$ cat src/rtl/fwa_pkg.sv
package fwa_pkg;

    typedef enum logic [1:0] {
        SZ_LEGACY = 2'b00,
        SZ_ONE    = 2'b01,
        SZ_TWO    = 2'b10,
        SZ_FOUR   = 2'b11
    } size_mode_e;

    typedef enum logic [1:0] {
        ST_IDLE  = 2'b00,
        ST_WRITE = 2'b01,
        ST_READ  = 2'b10
    } step_state_e;

endpackage

$ cat src/rtl/fwa_count_dec.sv
module fwa_count_dec #(
    parameter int LANES = 4,
    localparam int CW   = $clog2(LANES + 1)
) (
    input  fwa_pkg::size_mode_e mode,
    input  logic                byte_sel,
    output logic [CW-1:0]       n_bytes
);
    localparam int FOUR = (LANES >= 4) ? 4 : LANES;
    localparam int TWO  = (LANES >= 2) ? 2 : LANES;

    always_comb begin
        unique case (mode)
            fwa_pkg::SZ_LEGACY: n_bytes = byte_sel ? CW'(1) : CW'(TWO);
            fwa_pkg::SZ_ONE:    n_bytes = CW'(1);
            fwa_pkg::SZ_TWO:    n_bytes = CW'(TWO);
            default:            n_bytes = CW'(FOUR);
        endcase
    end
endmodule

$ cat src/rtl/fwa_lane_sel.sv
module fwa_lane_sel #(
    parameter int BYTE_W = 8,
    parameter int LANES  = 4,
    localparam int DW    = BYTE_W * LANES,
    localparam int IW    = (LANES > 1) ? $clog2(LANES) : 1
) (
    input  logic [DW-1:0]     word,
    input  logic [IW-1:0]     idx,
    output logic [BYTE_W-1:0] lane
);
    logic [BYTE_W-1:0] lanes_w [LANES];

    for (genvar i = 0; i < LANES; i++) begin : g_split
        assign lanes_w[i] = word[i*BYTE_W +: BYTE_W];
    end

    always_comb begin
        lane = '0;
        for (int i = 0; i < LANES; i++) begin
            if (IW'(i) == idx) lane = lanes_w[i];
        end
    end
endmodule

$ cat src/rtl/fwa_pack.sv
module fwa_pack #(
    parameter int BYTE_W = 8,
    parameter int LANES  = 4,
    localparam int DW    = BYTE_W * LANES,
    localparam int IW    = (LANES > 1) ? $clog2(LANES) : 1
) (
    input  logic [DW-1:0]     word_in,
    input  logic [IW-1:0]     idx,
    input  logic              we,
    input  logic [BYTE_W-1:0] byte_in,
    output logic [DW-1:0]     word_out
);
    for (genvar i = 0; i < LANES; i++) begin : g_lane
        assign word_out[i*BYTE_W +: BYTE_W] =
            (we && idx == IW'(i)) ? byte_in : word_in[i*BYTE_W +: BYTE_W];
    end
endmodule

$ cat src/rtl/fifo_width_adapter.sv
module fifo_width_adapter #(
    parameter int BYTE_W = 8,
    parameter int LANES  = 4,
    localparam int DW    = BYTE_W * LANES,
    localparam int IW    = (LANES > 1) ? $clog2(LANES) : 1,
    localparam int CW    = $clog2(LANES + 1)
) (
    input  logic              clk,
    input  logic              rst_n,
    input  logic              cfg_we,
    input  logic [1:0]        cfg_size,
    input  logic              bus_wr,
    input  logic              bus_rd,
    input  logic              bus_byte_sel,
    input  logic [DW-1:0]     bus_wdata,
    output logic              bus_stall,
    output logic [DW-1:0]     bus_rdata,
    output logic              bus_rvalid,
    output logic              tx_push,
    output logic [BYTE_W-1:0] tx_data,
    input  logic              tx_full,
    output logic              rx_pop,
    input  logic [BYTE_W-1:0] rx_data,
    input  logic              rx_empty
);
    import fwa_pkg::*;

    typedef struct packed {
        step_state_e state;
        size_mode_e  mode;
        logic [IW-1:0] idx;
        logic [CW-1:0] total;
        logic [DW-1:0] wbuf;
        logic [DW-1:0] rbuf;
        logic [DW-1:0] rdata;
        logic          rvalid;
    } seq_t;

    seq_t cur_q, nxt_d;

    logic [CW-1:0] n_bytes_d;
    logic [DW-1:0] rbuf_next_d;
    logic          lane_we_d;
    logic          last_step_d;

    fwa_count_dec #(.LANES(LANES)) u_count (
        .mode     (cur_q.mode),
        .byte_sel (bus_byte_sel),
        .n_bytes  (n_bytes_d)
    );

    fwa_lane_sel #(.BYTE_W(BYTE_W), .LANES(LANES)) u_sel (
        .word (cur_q.wbuf),
        .idx  (cur_q.idx),
        .lane (tx_data)
    );

    fwa_pack #(.BYTE_W(BYTE_W), .LANES(LANES)) u_pack (
        .word_in  (cur_q.rbuf),
        .idx      (cur_q.idx),
        .we       (lane_we_d),
        .byte_in  (rx_data),
        .word_out (rbuf_next_d)
    );

    assign last_step_d = (CW'(cur_q.idx) + CW'(1)) == cur_q.total;

    always_comb begin
        nxt_d        = cur_q;
        nxt_d.rvalid = 1'b0;
        tx_push      = 1'b0;
        rx_pop       = 1'b0;
        lane_we_d    = 1'b0;
        unique case (cur_q.state)
            ST_IDLE: begin
                if (cfg_we) nxt_d.mode = size_mode_e'(cfg_size);
                if (bus_wr) begin
                    nxt_d.state = ST_WRITE;
                    nxt_d.idx   = '0;
                    nxt_d.total = n_bytes_d;
                    nxt_d.wbuf  = bus_wdata;
                end else if (bus_rd) begin
                    nxt_d.state = ST_READ;
                    nxt_d.idx   = '0;
                    nxt_d.total = n_bytes_d;
                    nxt_d.rbuf  = '0;
                end
            end
            ST_WRITE: begin
                if (!tx_full) begin
                    tx_push = 1'b1;
                    if (last_step_d) nxt_d.state = ST_IDLE;
                    else             nxt_d.idx   = cur_q.idx + IW'(1);
                end
            end
            ST_READ: begin
                if (!rx_empty) begin
                    rx_pop    = 1'b1;
                    lane_we_d = 1'b1;
                end
                nxt_d.rbuf = rbuf_next_d;
                if (last_step_d) begin
                    nxt_d.state  = ST_IDLE;
                    nxt_d.rdata  = rbuf_next_d;
                    nxt_d.rvalid = 1'b1;
                end else begin
                    nxt_d.idx = cur_q.idx + IW'(1);
                end
            end
            default: nxt_d.state = ST_IDLE;
        endcase
    end

    always_ff @(posedge clk or negedge rst_n) begin
        if (!rst_n) begin
            cur_q <= '{state: ST_IDLE, mode: SZ_LEGACY, idx: '0, total: '0,
                       wbuf: '0, rbuf: '0, rdata: '0, rvalid: 1'b0};
        end else begin
            cur_q <= nxt_d;
        end
    end

    assign bus_stall  = (cur_q.state != ST_IDLE);
    assign bus_rdata  = cur_q.rdata;
    assign bus_rvalid = cur_q.rvalid;

    // transmit queue is never written while it reports full
    a_r7_no_push_when_full: assert property (@(posedge clk) disable iff (!rst_n)
        tx_push |-> !tx_full);

    // nothing is taken from an empty receive queue
    a_r9_no_pop_when_empty: assert property (@(posedge clk) disable iff (!rst_n)
        rx_pop |-> !rx_empty);

    // an accepted strobe stalls the bus in the next cycle
    a_r10_stall_after_accept: assert property (@(posedge clk) disable iff (!rst_n)
        (!bus_stall && (bus_wr || bus_rd)) |=> bus_stall);

    // the completion pulse lasts a single cycle and leaves the bus free
    a_r11_rvalid_single: assert property (@(posedge clk) disable iff (!rst_n)
        bus_rvalid |=> !bus_rvalid);

    a_r11_rvalid_idle: assert property (@(posedge clk) disable iff (!rst_n)
        bus_rvalid |-> !bus_stall);

    // the read word moves only together with the completion pulse
    a_r11_rdata_hold: assert property (@(posedge clk) disable iff (!rst_n)
        !bus_rvalid |-> $stable(bus_rdata));

    // a push and a pop never share one cycle
    a_r6_one_direction: assert property (@(posedge clk) disable iff (!rst_n)
        !(tx_push && rx_pop));
endmodule

$ cat config.mk
export PLATFORM = sky130hd
export DESIGN_NAME = fifo_width_adapter
export DESIGN_NICKNAME = d
export VERILOG_FILES = /design/src/rtl/fwa_pkg.sv /design/src/rtl/fwa_count_dec.sv /design/src/rtl/fwa_lane_sel.sv /design/src/rtl/fwa_pack.sv /design/src/rtl/fifo_width_adapter.sv
export SDC_FILE = /design/constraint.sdc
export NUM_CORES = 1
export LEC_CHECK = 0
export CORE_MARGIN = 2
export CORE_UTILIZATION = 40
export CTS_CLUSTER_SIZE = 10
export DETAILED_ROUTE_END_ITERATION = 8
export PLACE_DENSITY = 0.7
export RECOVER_POWER = 25
export SYNTH_ARGS = -nofsm -noshare
export SYNTH_HDL_FRONTEND = slang
export SYNTH_SLANG_ARGS = --single-unit
$ cat constraint.sdc
create_clock -name clk -period 2.4 [get_ports clk]
set_clock_uncertainty 0.05 [all_clocks]
set_input_delay 0.24 -clock clk [delete_from_list [all_inputs] [get_ports clk]]
set_output_delay 0.24 -clock clk [all_outputs]
set_load 0.01 [all_outputs]
==> results.py <==
metrics = {
    "synthesis": {
        "synthCells": 446,
        "async_reset_ff_share_pct": 100,
        "ys.flop_type": "dfrtp_1",
        "ys_ff_latch": 106,
        "yosysMostFrequentCell": "dfrtp_1",
        "ys_seq_area_share_pct": 52.2,
        "synth_area_leader_cell": "dfrtp_1",
        "synth_nets": 504,
        "synth_area_per_cell_um2": 11.4,
        "synth_edf_count": 0,
        "ys_top_cells_by_area": "dfrtp_1 (52%), mux2_2 (7.5%), mux2i_1 (6.5%), a32o_1 (6.3%), buf_4 (5.5%)",
        "ys_types": 35,
        "synth_top_cells_by_count": "dfrtp_1 (106), a21oi_1 (43), buf_4 (37)",
        "syn_area_um2": 5080,
        "yosysWarningCount": 0,
        "synth_top_cell_area_share_pct": 52.2,
    },
    "cells_and_area": {
        "nNetsFinal": 562,
        "fillCellCount": 1137,
        "layout-drive-gt1-share_pct": 16.1,
        "design_area_um2": 6320,
        "multi_input_area_um2": 2060,
        "syn2layout_area_growth_pct": 24.3,
        "num_antenna_cells": 0,
        "seq_area_um2": 2650,
    },
    "drt": {
        "first_pass_iters": 4,
        "antenna_left": 0,
        "drc": 0,
        "vias": 3562,
        "wl_mm": 11.5,
        "first_iter_violations": 144,
        "routed_via_density": 5.23,
        "wl_per_cell_um": 16.9,
    },
    "placement": {
        "portBuffers": 93,
        "placed_cell_area_um2": 5990,
        "globalplace.congestion": 0.837,
        "dp_hpwl_mm": 8.15,
    },
    "clocking": {
        "root_buffer": "clkbuf_16",
        "htree_levels": 3,
        "numCtsBuffers": 9,
        "clock_latency_ns": 0.35,
        "clock-sinks": 106,
        "cts_tree": "yes",
        "cts_setup_buffers": 0,
        "clkSlewWorstSetupHoldPaths_ns": 0.07,
        "cts_max_path_buffers": 2,
    },
    "worst_setup_path": {
        "critPathArrivalTime_ns": 2.17,
        "cp-start-kind": "flip-flop",
        "reg2reg_setup_slack_ns": 0.28,
        "r2r-end": "cur_q[61]",
        "end_kind": "primary output",
        "crit_required_ns": 2.11,
        "worstRegToRegCells": 6,
        "worstSetupPathType": "reg -> out",
        "worstReg2RegStart": "cur_q[104]",
        "cp_max_fo": 16,
    },
    "floorplanning": {
        "dieWidth_um": 117,
        "fp.coreArea_um2": 12500,
        "die_h_um": 117,
        "die_area_um2": 13600,
        "rows": 41,
        "io_pins": 94,
        "start_util_pct": 40.6,
    },
    "timing": {
        "drv_slew": 0,
        "worst_slack_ns": -0.0619,
        "final_hold_viol_count": 0,
        "holdWs_ns": 0.443,
        "max_freq_mhz": 406,
        "worst_pin_slew_ns": 1.39,
        "period_share_pct": 103,
        "grt_setup_unrepaired": "true",
        "layout_min_cycle_time_ns": 2.46,
        "setup_viol": 1,
        "maxSlewHeadroom_pct": 7.48,
    },
    "grt": {
        "first_global_vias": 3716,
        "grt_pass1_wl_mm": 18.6,
        "overflow": 0,
        "antenna_found_initial": 0,
        "grt_usage_pct": 17.9,
        "grt_max_degree": 66,
    },
    "pwr": {
        "power_density_nw_per_um2": 1200,
        "ir_drop_uv": 562,
        "cellLeakagePower_nw": 2.84,
    },
    "worst_hold_path": {
        "min_path_type": "reg -> reg",
        "hold_depth": 1,
        "min-delay-start": "cur_q[38]",
        "min_to": "cur_q[38]",
    },
    "run_status": {
        "violations": "negative setup slack",
        "status": "complete, but fails checks",
    },
    "job": {
        "drv_cap": 0,
    },
}
-- critical path, stage by stage, from the launching register on --
cell	delay (ns)
dfrtp_1	0.42
buf_4	0.16
ha_1	0.26
buf_4	0.24
nand2_1	0.08
o21ai_1	0.10
clkdlybuf4s50_1	0.56
-- flip-flops by register name, indices dropped and copies added (netlist names) --
signal      cells
cur_q          73
bus_rvalid      1
bus_rdata      32
-- per-stage QoR --
stage / utilization, % / setup slack, ns / instances / TNS [ns] / power [mW]
floorplan: - / 0.488 / 446 / 0 / 5.02
global placement: 47.9 / 0.178 / 664 / 0 / 6.03
detailed placement: 47.9 / 0.0824 / 664 / 0 / 6.14
CTS: 50.4 / -0.115 / 681 / -0.217 / 7.62
global route: 50.5 / -0.196 / 681 / -3.61 / 8.08
finish: 50.5 / -0.0619 / 681 / -0.0619 / 7.58
-- how the worst max path moves through the flow --
stage / from / end / slack (ns) / cells after the start
4_1_cts: cur_q[101] / tx_data[1] / -0.11 / 7
3_5_place_dp: cur_q[100] / tx_data[7] / 0.08 / 6
6_report: cur_q[100] / tx_data[1] / -0.06 / 6
5_1_grt: cur_q[100] / tx_data[1] / -0.20 / 6
2_1_floorplan: cur_q[100] / tx_data[5] / 0.49 / 6
3_3_place_gp: cur_q[100] / tx_data[4] / 0.18 / 6
-- placed cells by master (no fill, tap or decap), types with 2 or more instances in the layout --
cell	n
mux2_2	34
clkbuf_16	9
xor2_1	2
o31ai_2	2
nand3b_1	6
nand2_1	23
nor2_1	35
buf_4	13
dfrtp_1	106
inv_6	2
clkinv_2	2
dlygate4sd2_1	6
inv_1	7
o21ai_0	6
o31ai_1	4
o21ai_1	5
a221oi_1	4
nor2b_1	11
nand2_4	3
ha_1	5
nor2_4	3
a32o_1	32
ha_4	2
clkdlybuf4s50_1	85
nand3_1	3
clkinv_4	2
mux2i_1	33
a21oi_1	43
-- final cells by class --
type	instances	area share (%)
Clock inverter	7	1.19
Sequential cell	106	42.0
Tap cell	172	3.41
Inverter	8	0.475
Clock buffer	9	3.56
Timing Repair Buffer	110	16.8
Multi-Input combinational cell	269	32.6
-- where the power goes --
part / internal, mW / switching [mW] / leakage, nW
Combinational: 1.64 / 1.59 / 1.38
Clock: 0.816 / 0.677 / 0.150
Sequential: 2.44 / 0.413 / 1.31
-- cells by family (layout without fill, tap and decap cells) --
group | Yosys count | after routing | synth area share, %
flip-flops | 106 | 106 | 52.2
AO/OA/AOI/OAI | 100 | 100 | 13.8
AND/OR/NAND/NOR | 91 | 91 | 9.25
buffers and inverters | 71 | 134 | 8.22
multiplexers | 67 | 67 | 14.0
adder cells (fa/ha/maj) | 8 | 8 | 1.97
XOR/XNOR | 3 | 3 | 0.517
-- per-layer routing --
| metal | vias up | part of all wire, % | track usage, % |
|---|---|---|---|
| li1 | 1680 | - | - |
| met1 | 1766 | 43 | 22.3 |
| met2 | 101 | 49 | 29.3 |
| met3 | 15 | 6.3 | 6.28 |
| met4 | 0 | 1.8 | 5.73 |
| met5 | - | 0 | 0 |
-- timing repair --
| action | CTS | global route |
|---|---|---|
| hold buffers | 1 | 0 |
| endpoints found under the hold margin | 21 | 0 |
| endpoints found under the setup margin | 8 | 5 |
| resized for setup | 10 | 6 |
No activity file was read; power rests on OpenSTA's default activity.
